### src/rtl/spi_m_pkg.sv
package spi_m_pkg;
  localparam int DW = 8;
  localparam int AW = 2;

  localparam logic [AW-1:0] A_CTRL = 2'd0;
  localparam logic [AW-1:0] A_TX   = 2'd1;
  localparam logic [AW-1:0] A_RX   = 2'd2;

  // Writable configuration fields
  typedef struct packed {
    logic lsb_first;
    logic cpha;
    logic cpol;
    logic en;
  } cfg_t;

  // Sticky status flags
  typedef struct packed {
    logic ovr;
    logic cmpl;
    logic tx_free;
    logic rx_full;
  } stat_t;
endpackage

### src/rtl/spi_m_divider.sv
module spi_m_divider #(
  parameter int CLK_DIV = 4
) (
  input  logic clk,
  input  logic rst_n,
  input  logic run,
  output logic tick
);
  localparam int HALF  = CLK_DIV / 2;
  localparam int CNT_W = (HALF > 1) ? $clog2(HALF) : 1;
  localparam logic [CNT_W-1:0] CNT_LAST = CNT_W'(HALF - 1);

  logic [CNT_W-1:0] cnt_q, cnt_d;

  always_comb begin
    tick  = run && (cnt_q == CNT_LAST);
    cnt_d = cnt_q;
    if (!run || tick) cnt_d = '0;
    else              cnt_d = cnt_q + 1'b1;
  end

  always_ff @(posedge clk or negedge rst_n) begin
    if (!rst_n) cnt_q <= '0;
    else        cnt_q <= cnt_d;
  end
endmodule

### src/rtl/spi_m_shifter.sv
module spi_m_shifter
  import spi_m_pkg::*;
(
  input  logic          clk,
  input  logic          rst_n,
  input  cfg_t          cfg,
  input  logic          load,
  input  logic [DW-1:0] load_data,
  input  logic          tick,
  input  logic          miso,
  output logic          busy,
  output logic          done,
  output logic [DW-1:0] rx_byte,
  output logic          sclk,
  output logic          mosi
);
  localparam int EDGES  = 2 * DW;
  localparam int EDGE_W = $clog2(EDGES);
  localparam logic [EDGE_W-1:0] LAST_EDGE = EDGE_W'(EDGES - 1);

  logic              busy_q, busy_d;
  logic              sclk_q, sclk_d;
  logic [EDGE_W-1:0] edge_q, edge_d;
  logic [DW-1:0]     tx_q, tx_d;
  logic [DW-1:0]     rx_q, rx_d;

  logic          lead, sample_now, shift_now, last;
  logic [DW-1:0] rx_shifted, tx_shifted;

  always_comb begin
    lead       = ~edge_q[0];
    last       = busy_q && tick && (edge_q == LAST_EDGE);
    sample_now = busy_q && tick && (cfg.cpha ? !lead : lead);
    shift_now  = busy_q && tick &&
                 (cfg.cpha ? (lead && edge_q != '0) : (!lead && edge_q != LAST_EDGE));
    rx_shifted = cfg.lsb_first ? {miso, rx_q[DW-1:1]} : {rx_q[DW-2:0], miso};
    tx_shifted = cfg.lsb_first ? {1'b0, tx_q[DW-1:1]} : {tx_q[DW-2:0], 1'b0};
  end

  always_comb begin
    busy_d = busy_q;
    sclk_d = sclk_q;
    edge_d = edge_q;
    tx_d   = tx_q;
    rx_d   = rx_q;
    if (!cfg.en) begin
      busy_d = 1'b0;
      sclk_d = 1'b0;
      edge_d = '0;
    end else if (load) begin
      busy_d = 1'b1;
      sclk_d = 1'b0;
      edge_d = '0;
      tx_d   = load_data;
    end else if (busy_q && tick) begin
      sclk_d = ~sclk_q;
      edge_d = edge_q + 1'b1;
      if (sample_now) rx_d = rx_shifted;
      if (shift_now)  tx_d = tx_shifted;
      if (last) begin
        busy_d = 1'b0;
        edge_d = '0;
      end
    end
  end

  always_ff @(posedge clk or negedge rst_n) begin
    if (!rst_n) begin
      busy_q <= 1'b0;
      sclk_q <= 1'b0;
      edge_q <= '0;
      tx_q   <= '0;
      rx_q   <= '0;
    end else begin
      busy_q <= busy_d;
      sclk_q <= sclk_d;
      edge_q <= edge_d;
      tx_q   <= tx_d;
      rx_q   <= rx_d;
    end
  end

  assign busy    = busy_q;
  assign done    = last && cfg.en;
  assign rx_byte = sample_now ? rx_shifted : rx_q;
  assign sclk    = sclk_q ^ cfg.cpol;
  assign mosi    = cfg.lsb_first ? tx_q[0] : tx_q[DW-1];
endmodule

### src/rtl/spi_m_regs.sv
module spi_m_regs
  import spi_m_pkg::*;
(
  input  logic          clk,
  input  logic          rst_n,
  input  logic [AW-1:0] addr,
  input  logic          wr,
  input  logic          rd,
  input  logic [DW-1:0] wdata,
  input  logic          busy,
  input  logic          done,
  input  logic [DW-1:0] rx_byte,
  output cfg_t          cfg,
  output stat_t         stat,
  output logic [DW-1:0] rx_data,
  output logic          load,
  output logic [DW-1:0] tx_data
);
  cfg_t          cfg_q, cfg_d;
  stat_t         st_q, st_d;
  logic [DW-1:0] txh_q, txh_d;
  logic [DW-1:0] rxd_q, rxd_d;
  logic          wr_ctrl, wr_tx, rd_ctrl, rd_rx;

  always_comb begin
    wr_ctrl = wr && (addr == A_CTRL);
    wr_tx   = wr && (addr == A_TX);
    rd_ctrl = rd && (addr == A_CTRL);
    rd_rx   = rd && (addr == A_RX);
    load    = cfg_q.en && !busy && !st_q.tx_free;
  end

  always_comb begin
    cfg_d = cfg_q;
    st_d  = st_q;
    txh_d = txh_q;
    rxd_d = rxd_q;

    if (wr_ctrl) begin
      cfg_d.lsb_first = wdata[7];
      cfg_d.cpha      = wdata[2];
      cfg_d.cpol      = wdata[1];
      cfg_d.en        = wdata[0];
    end

    if (wr_tx) begin
      txh_d      = wdata;
      st_d.tx_free = 1'b0;
    end else if (load) begin
      st_d.tx_free = 1'b1;
    end

    if (done)          st_d.cmpl = 1'b1;
    else if (load)     st_d.cmpl = 1'b0;
    else if (rd_ctrl)  st_d.cmpl = 1'b0;

    if (done) begin
      rxd_d        = rx_byte;
      st_d.rx_full = 1'b1;
    end else if (rd_rx) begin
      st_d.rx_full = 1'b0;
    end

    if (done && st_q.rx_full && !rd_rx) st_d.ovr = 1'b1;
    else if (rd_ctrl)                   st_d.ovr = 1'b0;
  end

  always_ff @(posedge clk or negedge rst_n) begin
    if (!rst_n) begin
      cfg_q <= '0;
      st_q  <= '{ovr: 1'b0, cmpl: 1'b0, tx_free: 1'b1, rx_full: 1'b0};
      txh_q <= '0;
      rxd_q <= '0;
    end else begin
      cfg_q <= cfg_d;
      st_q  <= st_d;
      txh_q <= txh_d;
      rxd_q <= rxd_d;
    end
  end

  assign cfg     = cfg_q;
  assign stat    = st_q;
  assign rx_data = rxd_q;
  assign tx_data = txh_q;
endmodule

### src/rtl/spi_byte_master.sv
module spi_byte_master
  import spi_m_pkg::*;
#(
  parameter int CLK_DIV = 4
) (
  input  logic          clk,
  input  logic          rst_n,
  input  logic [AW-1:0] bus_addr,
  input  logic          bus_wr,
  input  logic          bus_rd,
  input  logic [DW-1:0] bus_wdata,
  output logic [DW-1:0] bus_rdata,
  output logic          sclk,
  output logic          mosi,
  input  logic          miso
);
  cfg_t          cfg_w;
  stat_t         stat_w;
  logic [DW-1:0] rx_data_w, tx_data_w, rx_byte_w;
  logic          eng_busy, eng_done, eng_load, eng_tick;

  spi_m_regs u_regs (
    .clk     (clk),
    .rst_n   (rst_n),
    .addr    (bus_addr),
    .wr      (bus_wr),
    .rd      (bus_rd),
    .wdata   (bus_wdata),
    .busy    (eng_busy),
    .done    (eng_done),
    .rx_byte (rx_byte_w),
    .cfg     (cfg_w),
    .stat    (stat_w),
    .rx_data (rx_data_w),
    .load    (eng_load),
    .tx_data (tx_data_w)
  );

  spi_m_divider #(.CLK_DIV(CLK_DIV)) u_div (
    .clk   (clk),
    .rst_n (rst_n),
    .run   (eng_busy),
    .tick  (eng_tick)
  );

  spi_m_shifter u_shift (
    .clk       (clk),
    .rst_n     (rst_n),
    .cfg       (cfg_w),
    .load      (eng_load),
    .load_data (tx_data_w),
    .tick      (eng_tick),
    .miso      (miso),
    .busy      (eng_busy),
    .done      (eng_done),
    .rx_byte   (rx_byte_w),
    .sclk      (sclk),
    .mosi      (mosi)
  );

  always_comb begin
    case (bus_addr)
      A_CTRL:  bus_rdata = {cfg_w.lsb_first, stat_w.ovr, stat_w.cmpl, stat_w.tx_free,
                            stat_w.rx_full, cfg_w.cpha, cfg_w.cpol, cfg_w.en};
      A_RX:    bus_rdata = rx_data_w;
      default: bus_rdata = '0;
    endcase
  end
endmodule

### config.mk
export PLATFORM = sky130hd
export DESIGN_NAME = spi_byte_master
export DESIGN_NICKNAME = d
export VERILOG_FILES = /design/src/rtl/spi_m_pkg.sv /design/src/rtl/spi_m_divider.sv /design/src/rtl/spi_m_shifter.sv /design/src/rtl/spi_m_regs.sv /design/src/rtl/spi_byte_master.sv
export SDC_FILE = /design/constraint.sdc
export NUM_CORES = 1
export LEC_CHECK = 0
export BUFFER_PORTS_ARGS = -buffer_cell sky130_fd_sc_hd__buf_2
export CAP_MARGIN = 30
export CORE_MARGIN = 4
export CORE_UTILIZATION = 58
export DETAILED_ROUTE_END_ITERATION = 10
export GPL_TIMING_DRIVEN = 0
export PLACE_DENSITY = 0.89
export SLEW_MARGIN = 30
export SYNTH_ARGS = -nofsm -noshare
export SYNTH_HDL_FRONTEND = slang
export SYNTH_SLANG_ARGS = --single-unit
### constraint.sdc
create_clock -name clk -period 2.4 [get_ports clk]
set_input_delay 0.36 -clock clk [delete_from_list [all_inputs] [get_ports clk]]
set_output_delay 0.36 -clock clk [all_outputs]
set_load 0.02 [all_outputs]
; After elaboration in Yosys (flattened, before gate mapping)
; Cells that the tools add are included.
[op_classes]
bitwise_logic = 4
eq_ne = 6
muxes = 30
n_addsub = 2
reduce_logical = 31
[op_table]
columns = cell, n
row1 = two-way mux 8 bit, 6
row2 = two-way mux 1 bit, 19
row3 = logical AND 1 bit, 16
row4 = two-way mux 4 bit, 4
row5 = one-hot mux 8 bit (2 select lines), 1
row6 = nonzero test 2 bit, 5
row7 = inequality test 3 x 2 -> 1 bit (second input constant), 2
row8 = AND reduction 3 bit, 2
row9 = adder 4 x 1 -> 4 bit (second input constant), 1
row10 = == test 4 bit (second input constant), 1
row11 = inequality test 4 bit (second input constant), 1
row12 = nonzero test 4 bit, 1
row13 = logical NOT 1 bit, 3
row14 = NOT 1 bit, 3
row15 = nonzero test 3 bit, 1
row16 = == test 2 x 1 -> 1 bit (second input constant), 1
row17 = == test 2 bit (second input constant), 1
row18 = logical NOT 2 bit, 1
row19 = AND reduction 2 bit, 1
row20 = adder 1 bit (second input constant), 1
row21 = logical OR 1 bit, 1
row22 = bitwise XOR 1 bit, 1
[totals]
elab_cells = 89
ff_bits = 47
output_inout_bits = 10
inputBits = 15

; Depth between registers and ports, before layout
; Gate-level depths: netlist of run 1.
[logic_depth]
word_depth = 7
depth_mapped = 7
ltp_nobuf = 6

; Cells and area by module
; From an unflattened synthesis of run 1, not the netlist that was laid out.
[unflattened]
hier_cells = 223
area_unflattened_um2 = 2452.4
[by_module_without_submodules]
columns = mod, n_inst, seq_area_each_um2, cells_each, area_each_um2
row1 = spi_m_shifter, 1, 550.5, 141, 1327.5
row2 = spi_m_regs, 1, 601.8, 61, 958.4
row3 = spi_byte_master, 1, 0.0, 18, 125.1
row4 = spi_m_divider, 1, 25.0, 3, 41.3

; Worst setup path before layout of run 1
; No wires, ideal clock.
[synth_path]
kind = register -> register
start = register u_shift.edge_q[0]
end = register u_shift.tx_q[1]
stages_incl_launch_ff = 7
setup_ps = 143
path_slack_ps = 625
t_required_ps = 2257
n_path_buf = 1
t_arrival_ps = 1632
synth_period_minus_slack_ps = 1775
path_cell_list = dfrtp_1 ha_1 and3_1 buf_2 o22a_4 a2111oi_1 o31ai_1
[synth_via]
elab_chain_len = 6
elab_cells_between_ends = 9
cone_classes = 1 x eq/ne / 1 x mux / 1 x bitwise / 6 x reduce/logical
[synth_rtl]
columns = item, line_no
row1 = start: declaration, spi_m_shifter.sv:23  ; logic [EDGE_W-1:0] edge_q, edge_d;
row2 = start signal: assignment, spi_m_shifter.sv:77  ; edge_q <= edge_d;
row3 = "inequality test 4 bit, or another cell as far along", spi_m_shifter.sv:35  ; (cfg.cpha ? (lead && edge_q != '0) : (!lead && edge_q != LAST_EDGE));
row4 = logical AND 1 bit, spi_m_shifter.sv:35
row5 = two-way mux 1 bit *, spi_m_shifter.sv:35
row6 = logical AND 1 bit *, spi_m_shifter.sv:34  ; shift_now = busy_q && tick &&
row7 = nonzero test 2 bit (no line) *, -
row8 = AND reduction 3 bit (no line) *, -
row9 = end signal: assignment, spi_m_shifter.sv:78  ; tx_q <= tx_d;
row10 = end: declaration, spi_m_shifter.sv:24  ; logic [DW-1:0] tx_q, tx_d;
; Every way passes the cells marked *; elsewhere a longest branch is shown, timed or not.
; A chain may end at the register's enable or synchronous reset.

; Worst setup path in the final report of run 1
[layout_path]
start = register u_regs.cfg_q, in the netlist u_regs.cfg[3]
end = output port mosi
[layout_via]
elab_chain_len = 1
[layout_rtl]
columns = item, line_no
row1 = start: declaration, spi_m_regs.sv:19  ; cfg_t cfg_q, cfg_d;
row2 = start signal: assignment, spi_m_regs.sv:75  ; cfg_q <= cfg_d;
row3 = two-way mux 1 bit, spi_m_shifter.sv:87  ; assign mosi = cfg.lsb_first ? tx_q[0] : tx_q[DW-1];
row4 = end: declaration, spi_byte_master.sv:14  ; output logic mosi,
; No other way between the ends.

==> flow_summary.rst, run 1 <==
.. list-table::
   :header-rows: 1

   * - Metric
     - Value
   * - Data arrival time of the worst path
     - 1.92 ns
   * - Final nets
     - approximately 280
   * - Total overflow reported by the global router
     - 0
   * - Number of H-tree branching levels
     - 2
   * - Count of endpoints failing setup in the final report
     - 0
   * - Peak ir drop on the vdd network
     - around 0.6 mV
   * - Clock period minus final worst setup slack
     - between 2 and 2.5 ns
   * - Max clock buf depth
     - 2
   * - Clock-pin slew on the worst setup and hold paths
     - about 0.09 ns
   * - Count of clock tree sinks
     - 47
   * - Total met2 wirelength after detailed routing
     - between 2000 and 2500 um
   * - Top sig layer
     - met4
   * - Number of hold violations in the final report
     - 0
   * - Post-route fraction of the period consumed by the critical path
     - 95.17%
   * - Ranking of synthesized cells by instance count
     - sky130_fd_sc_hd__dfrtp_1 (46), sky130_fd_sc_hd__mux2_2 (22), sky130_fd_sc_hd__nor2_1 (22), sky130_fd_sc_hd__mux2i_1 (17), sky130_fd_sc_hd__a21oi_1 (15)
   * - Longest individual stage delay on the worst path
     - between 0.4 and 0.5 ns
   * - Total Routed Length
     - between 5000 and 6000 um
   * - Remaining antenna violation count after routing
     - 0
   * - Library cell with the highest instance count after synthesis
     - sky130_fd_sc_hd__dfrtp_1
   * - Slew headroom
     - 52.38%
   * - Die boundary height
     - 73.01 um
   * - Layout cells sized above 1
     - between 20% and 30%
   * - Cell with the largest stage delay on the worst path
     - sky130_fd_sc_hd__dfrtp_1
   * - Number of enable-type register cells in the synthesized netlist
     - 0
   * - P&R area growth vs syn
     - 11.79%
   * - Routed wire per std cell
     - between 15 and 20 um
   * - Cell at the root of the clock tree
     - sky130_fd_sc_hd__clkbuf_8
   * - Top FF cell, synth
     - sky130_fd_sc_hd__dfrtp_1
   * - Via count of the first global-routing pass
     - roughly 1800
   * - Initial DRT Pass Iterations
     - 5
   * - Classification of the worst-slack hold path
     - in -> async
   * - Required @ worst endpoint
     - a little over 2 ns
   * - Setup repair after global routing missed its margin
     - no
   * - M1 wire length
     - roughly 2400 um
   * - Number of resized instances in the post-cts repair step
     - 0
   * - Antenna violations before repair
     - 0
   * - Library cell appearing most often on the critical path
     - sky130_fd_sc_hd__buf_2
   * - Netlist Area Pre-Place
     - 2451 um^2
   * - Initial Util
     - slightly above 60%
   * - Vias after detailed routing
     - around 1900
   * - Share of flip-flops with an asynchronous set or reset after synthesis
     - 100.0%
   * - Post-Route Skew
     - between 0.009 and 0.01 ns
   * - Actual slew at the worst max-slew pin
     - between 0.7 and 0.8 ns
   * - DR iter-0 viols
     - approximately 190
   * - Ordered cell list for the critical path
     - buf_2 -> buf_2 -> mux2_2 -> buf_2
   * - Die area
     - about 5300 um^2
   * - Synthesized area per cell
     - between 10 and 15 um^2
   * - First-pass GRT wire length
     - slightly below 9000 um
   * - Total chip power
     - roughly 2.3 mW
   * - Share of synthesized area occupied by flip-flops and latches
     - ~48%
   * - Post-Synthesis Net Count
     - 244
   * - Core area
     - 4058 um^2
   * - Result of the run
     - completed
   * - Largest delay share family, worst path
     - buffers and inverters
   * - Clock tree from TritonCTS
     - built
   * - Top-area cell type share of the netlist area
     - between 40% and 50%
   * - Critical Path Fanout Max
     - 10
   * - Total of max-cap violations
     - 0
   * - Critical path launch point type
     - flip-flop
   * - Unique cell type count in the Yosys netlist
     - 39
   * - Drt via density
     - 6.039
   * - Warnings, synthesis
     - 0
   * - Count of standard-cell rows
     - 23
   * - Ant. Diodes
     - 0
   * - Die boundary width
     - around 73 um
   * - Worst Setup Path Type
     - reg -> out
   * - Power per cell area
     - around 840 nW/um^2
   * - Half-perimeter wire length after detailed placement
     - 3668 um
   * - Cell accounting for the most synthesized area
     - sky130_fd_sc_hd__dfrtp_1
   * - Clock latency reported for the late side of the worst-skew pair
     - 0.30 ns
   * - Total of hold buffers inserted after clock tree synthesis
     - 0
   * - IO Port Bufs
     - 24
   * - Synth Register Bits
     - between 40 and 50
   * - Cells taking the most area after synthesis
     - sky130_fd_sc_hd__dfrtp_1 (47%), sky130_fd_sc_hd__mux2_2 (10%), sky130_fd_sc_hd__mux2i_1 (6.9%)
   * - Final Wtd Congestion
     - approximately 0.88
   * - Critical Path Sink Type
     - output port
   * - IO Pins
     - 25
   * - Number of buffers inserted by post-CTS setup repair
     - 0
   * - GRT Util Overall
     - about 22%
   * - Fmax
     - between 400 and 500 MHz
   * - Sum Neg Setup Slack
     - 0 ns
   * - Count of unresolved DRC violations after routing
     - 0
   * - Sum of met3 wire segment lengths after detailed routing
     - about 280 um
   * - Clock buffers created by TritonCTS
     - 5
   * - Mapped Cells
     - 227
   * - Final count of pins violating max slew
     - 0
   * - Buffering stage count on the worst path with inverters included
     - 3
   * - Lkg Pwr
     - roughly 1.2 nW
   * - Largest net degree at the start of global routing
     - 48
[per-layer routing]
metal / global-route usage (%) / vias to the layer above
li1: - / 889
met1: 30.97 / 926
met2: 32.77 / 47
met3: 5.647 / 4
met4: 7.172 / 0
met5: 0 / -
[cell families after synthesis]
family,share of synthesized area (%)
XOR/XNOR,1.021
flip-flops,48.03
AND/OR/NAND/NOR,13.99
buffers and inverters,3.165
multiplexers,17.05
AO/OA/AOI/OAI,15.72
adder cells (fa/ha/maj),1.021
[cell usage in the layout (no fill, tap or decap), drive strengths merged, types with 13 or more instances in the layout]
master	count
dfrtp	46
buf	36
nor2	22
mux2	22
mux2i	17
a21oi	15
nand2	14
o21ai	13
o31ai	13
[worst register-to-register path, delay by kind of cell (launching register included)]
kind	cells	cell delay, ns
DFF	1	0.50
AOI/OAI and AO/OA	3	0.75
and+or+nand+nor	1	0.14
buffers and inverters	1	0.17
adders and majority gates	1	0.27
[state kept, by name (all words and copies together) (netlist names)]
| register | count |
|---|---|
| u_regs.rx_data | 8 |
| u_regs.tx_data | 8 |
| u_shift.rx_q | 8 |
| u_shift.tx_q | 8 |
| u_regs.cfg | 4 |
| u_regs.stat | 4 |
| u_shift.edge_q | 4 |
| u_div.cnt_q | 1 |
| u_shift.busy | 1 |
| u_shift.sclk_q | 1 |
[layout make-up]
type / instances / area [um^2]
Tap cell: 50 / 62.56
Sequential cell: 47 / 1177
Clock buffer: 7 / 96.34
Clock inverter: 1 / 7.507
Buffer: 13 / 70.07
Inverter: 2 / 7.507
Fill cell: 324 / 1318
Multi-Input combinational cell: 165 / 1196
Timing Repair Buffer: 24 / 122.6
[power breakdown]
part,switching (mW),internal (mW),total (mW)
Sequential,0.165,0.965,1.13
Combinational,0.354,0.294,0.648
Clock,0.266,0.262,0.528
Total,0.785,1.52,2.31
[stage by stage]
stage	hold WS (ns)	std cells	setup WS, ns	util [%]	area, um^2
finish	0.04885	309	0.1160	67.53	2740
global route	0.07517	309	0.04427	67.53	2740
CTS	0.06915	309	0.1101	67.53	2740
detailed placement	0.4038	301	0.4675	64.97	2636
global placement	0.4555	301	0.4686	64.91	2634
floorplan	0.06441	227	0.6254	-	2451
[path summary, 6_finish.rpt]
kind,startpoint,end,slack (ns),cells past startpoint
setup / recovery,u_regs.cfg[3],mosi,0.12,4
hold / removal,rst_n,u_regs.tx_data[5],0.05,1
setup reg to reg,u_shift.edge_q[0],u_shift.tx_q[6],0.45,6
hold reg to reg,u_regs.tx_data[4],u_shift.tx_q[4],0.48,2
max in group asynchronous,rst_n,u_shift.rx_q[2],1.95,1
min in group clk,bus_wdata[4],u_regs.tx_data[4],0.28,2
(Power assumes the default switching activity.)
==> run 2: changes to the inputs <==
--- a/config.mk
+++ b/config.mk
@@ -11,7 +11,7 @@
 export CORE_UTILIZATION = 58
 export DETAILED_ROUTE_END_ITERATION = 10
 export GPL_TIMING_DRIVEN = 0
-export PLACE_DENSITY = 0.89
+export PLACE_DENSITY = 0.79
 export SLEW_MARGIN = 30
 export SYNTH_ARGS = -nofsm -noshare
 export SYNTH_HDL_FRONTEND = slang
==> flow_summary.rst, run 2 (synthesis gave the netlist of run 1 again) <==
.. list-table::
   :header-rows: 1

   * - Metric
     - Value
   * - Die boundary width
     - between 70 and 80 um
   * - Clock tree from TritonCTS
     - built
   * - Core area
     - slightly above 4000 um^2
   * - Max clock buf depth
     - 2
   * - Data arrival time of the worst path
     - between 1.5 and 2 ns
   * - Total of max-cap violations
     - 0
   * - Worst Setup Path Type
     - reg -> out
   * - Clock-pin slew on the worst setup and hold paths
     - 0.10 ns
   * - Initial DRT Pass Iterations
     - 4
   * - Cell at the root of the clock tree
     - sky130_fd_sc_hd__clkbuf_8
   * - Count of clock tree sinks
     - 47
   * - Commonest cells after routing, fill and taps aside
     - sky130_fd_sc_hd__dfrtp_1 (46), sky130_fd_sc_hd__buf_2 (34), sky130_fd_sc_hd__nor2_1 (22), sky130_fd_sc_hd__mux2_2 (22), sky130_fd_sc_hd__mux2i_1 (17)
   * - Die boundary height
     - ~73 um
   * - Critical Path Fanout Max
     - 10
   * - Classification of the worst-slack hold path
     - in -> async
   * - Result of the run
     - completed
   * - Post-route fraction of the period consumed by the critical path
     - 94.49%
   * - Number of hold violations in the final report
     - 0
   * - Required @ worst endpoint
     - between 2 and 2.5 ns
   * - Final nets
     - about 280
   * - First-pass GRT wire length
     - slightly below 9000 um
   * - Routed wire per std cell
     - around 17 um
   * - Fmax
     - approximately 440 MHz
   * - Total chip power
     - between 2 and 2.5 mW
   * - Setup repair after global routing missed its margin
     - no
   * - Half-perimeter wire length after detailed placement
     - roughly 3700 um
   * - Buffering stage count on the worst path with inverters included
     - 3
   * - Number of buffers inserted by post-CTS setup repair
     - 0
   * - Number of H-tree branching levels
     - 2
   * - Post-Route Skew
     - about 0.013 ns
   * - Power per cell area
     - 866.7 nW/um^2
   * - Clock period minus final worst setup slack
     - 2.268 ns
   * - Ordered cell list for the critical path
     - buf_2 -> buf_2 -> mux2_2 -> buf_2
   * - Critical path launch point type
     - flip-flop
   * - Initial Util
     - approximately three fifths
   * - Count of standard-cell rows
     - 23
   * - IO Port Bufs
     - 24
   * - Antenna violations before repair
     - 0
   * - Count of unresolved DRC violations after routing
     - 0
   * - Total Routed Length
     - ~5400 um
   * - Worst hold margin
     - approximately 0.045 ns
   * - Vias after detailed routing
     - roughly 1800
   * - Sum Neg Setup Slack
     - 0 ns
   * - DR iter-0 viols
     - 110
   * - Final non-filler cell area
     - around 2800 um^2
   * - Fraction of the core area covered by cells at the end of the flow
     - between 60% and 70%
   * - Lkg Pwr
     - 1.225 nW
   * - Instance area after placement
     - between 2000 and 3000 um^2
   * - Clock latency reported for the late side of the worst-skew pair
     - ~0.31 ns
   * - Clock buffers created by TritonCTS
     - 5
   * - Total overflow reported by the global router
     - 0
   * - Via count of the first global-routing pass
     - between 1500 and 2000
   * - IO Pins
     - 25
   * - Drt via density
     - roughly 6
   * - Count of endpoints failing setup in the final report
     - 0
   * - Remaining antenna violation count after routing
     - 0
   * - Total of hold buffers inserted after clock tree synthesis
     - 0
   * - Final Wtd Congestion
     - roughly 0.82
   * - Library cell appearing most often on the critical path
     - sky130_fd_sc_hd__buf_2
   * - Layout fillers
     - around 320
   * - Final count of pins violating max slew
     - 0
   * - Ant. Diodes
     - 0
   * - Longest individual stage delay on the worst path
     - ~0.47 ns
   * - Critical Path Sink Type
     - output port
   * - GRT Util Overall
     - about 22%
   * - Die area
     - roughly 5300 um^2
   * - Peak ir drop on the vdd network
     - 0.6182 mV
   * - Number of resized instances in the post-cts repair step
     - 0
   * - Cell with the largest stage delay on the worst path
     - sky130_fd_sc_hd__dfrtp_1
   * - Layout cells sized above 1
     - about 29%
   * - Largest delay share family, worst path
     - buffers and inverters
   * - Slew headroom
     - between 50% and 60%
   * - Actual slew at the worst max-slew pin
     - 0.7236 ns
   * - Largest net degree at the start of global routing
     - 48
   * - P&R area growth vs syn
     - 12.35%
   * - Most common cell after layout, fill and taps aside
     - sky130_fd_sc_hd__dfrtp_1
-- run 2: cell count changes in the layout (fill, tap and decap cells not counted) --
cell / before / now
sky130_fd_sc_hd__clkbuf_8: 7 / 6
sky130_fd_sc_hd__bufinv_16: 0 / 1
sky130_fd_sc_hd__clkinvlp_4: 1 / 0
sky130_fd_sc_hd__clkinv_2: 0 / 1
-- run 2: power by group --
| part | leakage (nW) | switching (mW) | internal [mW] | total, mW |
|---|---|---|---|---|
| registers | 0.586 | 0.164 | 0.965 | 1.13 |
| logic | 0.578 | 0.351 | 0.295 | 0.646 |
| clock network | 0.0612 | 0.274 | 0.337 | 0.612 |
-- run 2: through the flow --
stage                     setup WS, ns  std cells
after floorplan                 0.6254        227
after global routing           0.07626        309
final                           0.1322        309
after CTS                       0.1424        309
after global placement          0.4256        301
after detailed placement        0.4250        301
-- run 2: area by class of cell --
| type | count | area (um^2) | share of cell area [%] |
|---|---|---|---|
| Clock buffer | 6 | 82.58 | 2.999 |
| Inverter | 2 | 7.507 | 0.2726 |
| Buffer | 13 | 70.07 | 2.544 |
| Multi-Input combinational cell | 165 | 1196 | 43.43 |
| Tap cell | 50 | 62.56 | 2.272 |
| Clock inverter | 2 | 35.03 | 1.272 |
| Sequential cell | 47 | 1177 | 42.75 |
| Timing Repair Buffer | 24 | 122.6 | 4.453 |
-- run 2: final timing paths --
kind	from	endpoint	slack, ns	depth (start not counted)
worst max-delay path	u_regs.cfg[3]	mosi	0.13	4
worst min-delay path	rst_n	u_shift.busy	0.05	1
worst max register to register	u_shift.edge_q[0]	u_shift.tx_q[3]	0.41	6
worst min register to register	u_regs.tx_data[5]	u_shift.tx_q[5]	0.48	2
max in group asynchronous	rst_n	u_regs.cfg[2]	1.95	1
min in group clk	bus_wdata[3]	u_regs.tx_data[3]	0.28	2
-- run 2: metal layers --
metal	up-vias	routed length, um	share of wire (%)	GRT usage, %
met5	-	0	0	0
met3	9	286	5.3	4.545
met4	0	102	1.9	9.016
met1	887	2591	48	32.65
met2	46	2371	44	32.67
li1	887	-	-	-
-- run 2: worst register-to-register path: stages, from the launching register on --
cell and delay (ns):
sky130_fd_sc_hd__dfrtp_1 0.52, sky130_fd_sc_hd__ha_1 0.28, sky130_fd_sc_hd__and3_1 0.14, sky130_fd_sc_hd__buf_2 0.17, sky130_fd_sc_hd__o22a_4 0.28, sky130_fd_sc_hd__a2111oi_1 0.35, sky130_fd_sc_hd__o31ai_1 0.11
==> run 3: changes to the inputs <==
--- a/config.mk
+++ b/config.mk
@@ -7,7 +7,7 @@
 export LEC_CHECK = 0
 export BUFFER_PORTS_ARGS = -buffer_cell sky130_fd_sc_hd__buf_2
 export CAP_MARGIN = 30
-export CORE_MARGIN = 4
+export CORE_MARGIN = 2
 export CORE_UTILIZATION = 58
 export DETAILED_ROUTE_END_ITERATION = 10
 export GPL_TIMING_DRIVEN = 0
==> flow_summary.rst, run 3 (synthesis gave the netlist of run 1 again) <==
.. list-table::
   :header-rows: 1

   * - Metric
     - Value
   * - Share of total power in combinational logic
     - 28.4%
   * - Lkg Pwr
     - roughly 1.2 nW
   * - Layout cells sized above 1
     - 28.19%
   * - Initial DRT Pass Iterations
     - 4
   * - Final count of pins violating max slew
     - 0
   * - Fraction of the core area covered by cells at the end of the flow
     - roughly two thirds
   * - Ant. Diodes
     - 0
   * - Core area
     - about 4000 um^2
   * - R2r startpoint
     - u_shift.edge_q[0]
   * - Half-perimeter wire length after detailed placement
     - approximately 3700 um
   * - Actual slew at the worst max-slew pin
     - around 0.67 ns
   * - Final nets
     - 275
   * - Setup repair after global routing missed its margin
     - no
   * - Switching power of the nets
     - around 0.77 mW
   * - Clock latency reported for the late side of the worst-skew pair
     - about 0.3 ns
   * - Classification of the worst-slack hold path
     - in -> async
   * - Drt via density
     - between 5 and 6
   * - Count of unresolved DRC violations after routing
     - 0
   * - Required @ worst endpoint
     - slightly above 2 ns
   * - Largest net degree at the start of global routing
     - 48
   * - DR iter-0 viols
     - between 150 and 200
   * - Max clock buf depth
     - 2
   * - Most common cell after layout, fill and taps aside
     - sky130_fd_sc_hd__dfrtp_1
   * - Routed wire per std cell
     - approximately 17 um
   * - Critical path launch point type
     - flip-flop
   * - Cell depth of the worst flop-to-flop path
     - 6
   * - Fmax
     - 449.0 MHz
   * - Commonest cells after routing, fill and taps aside
     - sky130_fd_sc_hd__dfrtp_1 (46), sky130_fd_sc_hd__buf_2 (34), sky130_fd_sc_hd__nor2_1 (22), sky130_fd_sc_hd__mux2_2 (22), sky130_fd_sc_hd__mux2i_1 (17)
   * - Initial Util
     - roughly three fifths
   * - Via count of the first global-routing pass
     - approximately 1800
   * - Count of endpoints failing setup in the final report
     - 0
   * - Cell-internal power
     - between 1.5 and 2 mW
   * - P&R area growth vs syn
     - 11.64%
   * - Sw frac
     - between 30% and 40%
   * - Die boundary width
     - 69.01 um
   * - Clock-pin slew on the worst setup and hold paths
     - around 0.080 ns
   * - Total Routed Length
     - about 5100 um
   * - Slew headroom
     - 55.10%
   * - Clock period minus final worst setup slack
     - roughly 2.2 ns
   * - Die area
     - about 4800 um^2
   * - Critical Path Sink Type
     - output port
   * - Data arrival time of the worst path
     - between 1.5 and 2 ns
   * - Result of the run
     - completed
   * - Power per cell area
     - around 840 nW/um^2
   * - Vias after detailed routing
     - 1851
   * - Die boundary height
     - about 69 um
   * - Count of clock tree sinks
     - between 40 and 50
   * - Number of hold violations in the final report
     - 0
   * - Number of buffers inserted by post-CTS setup repair
     - 0
   * - Total chip power
     - 2.290 mW
   * - Count of standard-cell rows
     - 23
   * - Fraction of power consumed by the clock network
     - about 23%
   * - Final Wtd Congestion
     - between 0.8 and 0.9
   * - IO Pins
     - 25
   * - Number of H-tree branching levels
     - 2
   * - Worst hold margin
     - about 0.062 ns
   * - First-pass GRT wire length
     - ~8700 um
   * - Number of resized instances in the post-cts repair step
     - 0
   * - GRT Util Overall
     - approximately 23%
   * - Antenna violations before repair
     - 0
   * - CP startpoint
     - u_regs.cfg[3]
   * - Sum Neg Setup Slack
     - 0 ns
   * - Sequential power share
     - roughly half
   * - Critical Path Fanout Max
     - 10
   * - Crit Reg-Reg Endpoint
     - u_shift.tx_q[3]
   * - Clock buffers created by TritonCTS
     - 5
   * - Cell at the root of the clock tree
     - sky130_fd_sc_hd__clkbuf_8
   * - Post-route fraction of the period consumed by the critical path
     - slightly above 90%
   * - Remaining antenna violation count after routing
     - 0
   * - Worst Setup Path Type
     - reg -> out
   * - Worst reg-to-reg setup slack
     - approximately 0.43 ns
   * - Total of max-cap violations
     - 0
   * - Placed Cells incl. Taps
     - roughly 300
   * - Post-Route Skew
     - a little over 0.007 ns
   * - Total overflow reported by the global router
     - 0
   * - Clock tree from TritonCTS
     - built
   * - Total of hold buffers inserted after clock tree synthesis
     - 0
   * - Final standard cell count with taps included and fillers excluded
     - 309
   * - Peak ir drop on the vdd network
     - around 0.55 mV
   * - IO Port Bufs
     - 24
==> run 3: cell types whose count changed in the layout (fill, tap and decap cells not counted) <==
cell / delta
sky130_fd_sc_hd__bufinv_16: -1
sky130_fd_sc_hd__clkbuf_1: +1
sky130_fd_sc_hd__clkbuf_8: +1
sky130_fd_sc_hd__clkinv_2: -1
==> run 3: stage by stage <==
stage	cell area [um^2]	setup slack, ns
finish	2736	0.1727
global route	2736	0.07112
CTS	2736	0.1767
detailed placement	2636	0.4291
global placement	2634	0.4669
floorplan	2451	0.6254
==> run 3: power by group through the flow <==
stage | logic, mW | registers [mW] | clock network [mW]
5_1_grt | 0.721 | 1.15 | 0.551
2_1_floorplan | 0.502 | 1.09 | 0
6_report | 0.650 | 1.13 | 0.514
3_3_place_gp | 0.622 | 1.13 | 0
3_5_place_dp | 0.644 | 1.14 | 0
4_1_cts | 0.648 | 1.12 | 0.525
==> run 3: layout make-up <==
class | count | area, um^2
Clock buffer | 8 | 100.1
Tap cell | 50 | 62.56
Multi-Input combinational cell | 165 | 1196
Fill cell | 307 | 1292
Inverter | 2 | 7.507
Buffer | 13 | 70.07
Sequential cell | 47 | 1177
Timing Repair Buffer | 24 | 122.6
==> run 3: worst max path at each step <==
stage,end,slack (ns),cells after the start
floorplan,u_shift.tx_q[1],0.63,6
global placement,u_shift.tx_q[1],0.47,6
detailed placement,u_shift.tx_q[6],0.43,6
CTS,mosi,0.18,4
global route,mosi,0.07,4
finish,mosi,0.17,4
==> run 3: worst max-delay path, cell delays in order (launching register included) <==
cell	delay [ns]
sky130_fd_sc_hd__dfrtp_1	0.45
sky130_fd_sc_hd__buf_2	0.32
sky130_fd_sc_hd__buf_2	0.29
sky130_fd_sc_hd__mux2_2	0.36
sky130_fd_sc_hd__buf_2	0.16
==> run 3: metal layers <==
metal,vias to the layer above,GRT usage (%),share of wire [%]
met5,-,0,0
met4,0,4.575,0.82
met3,5,3.947,3.2
met2,38,35.15,49
met1,925,33.40,47
li1,883,-,-
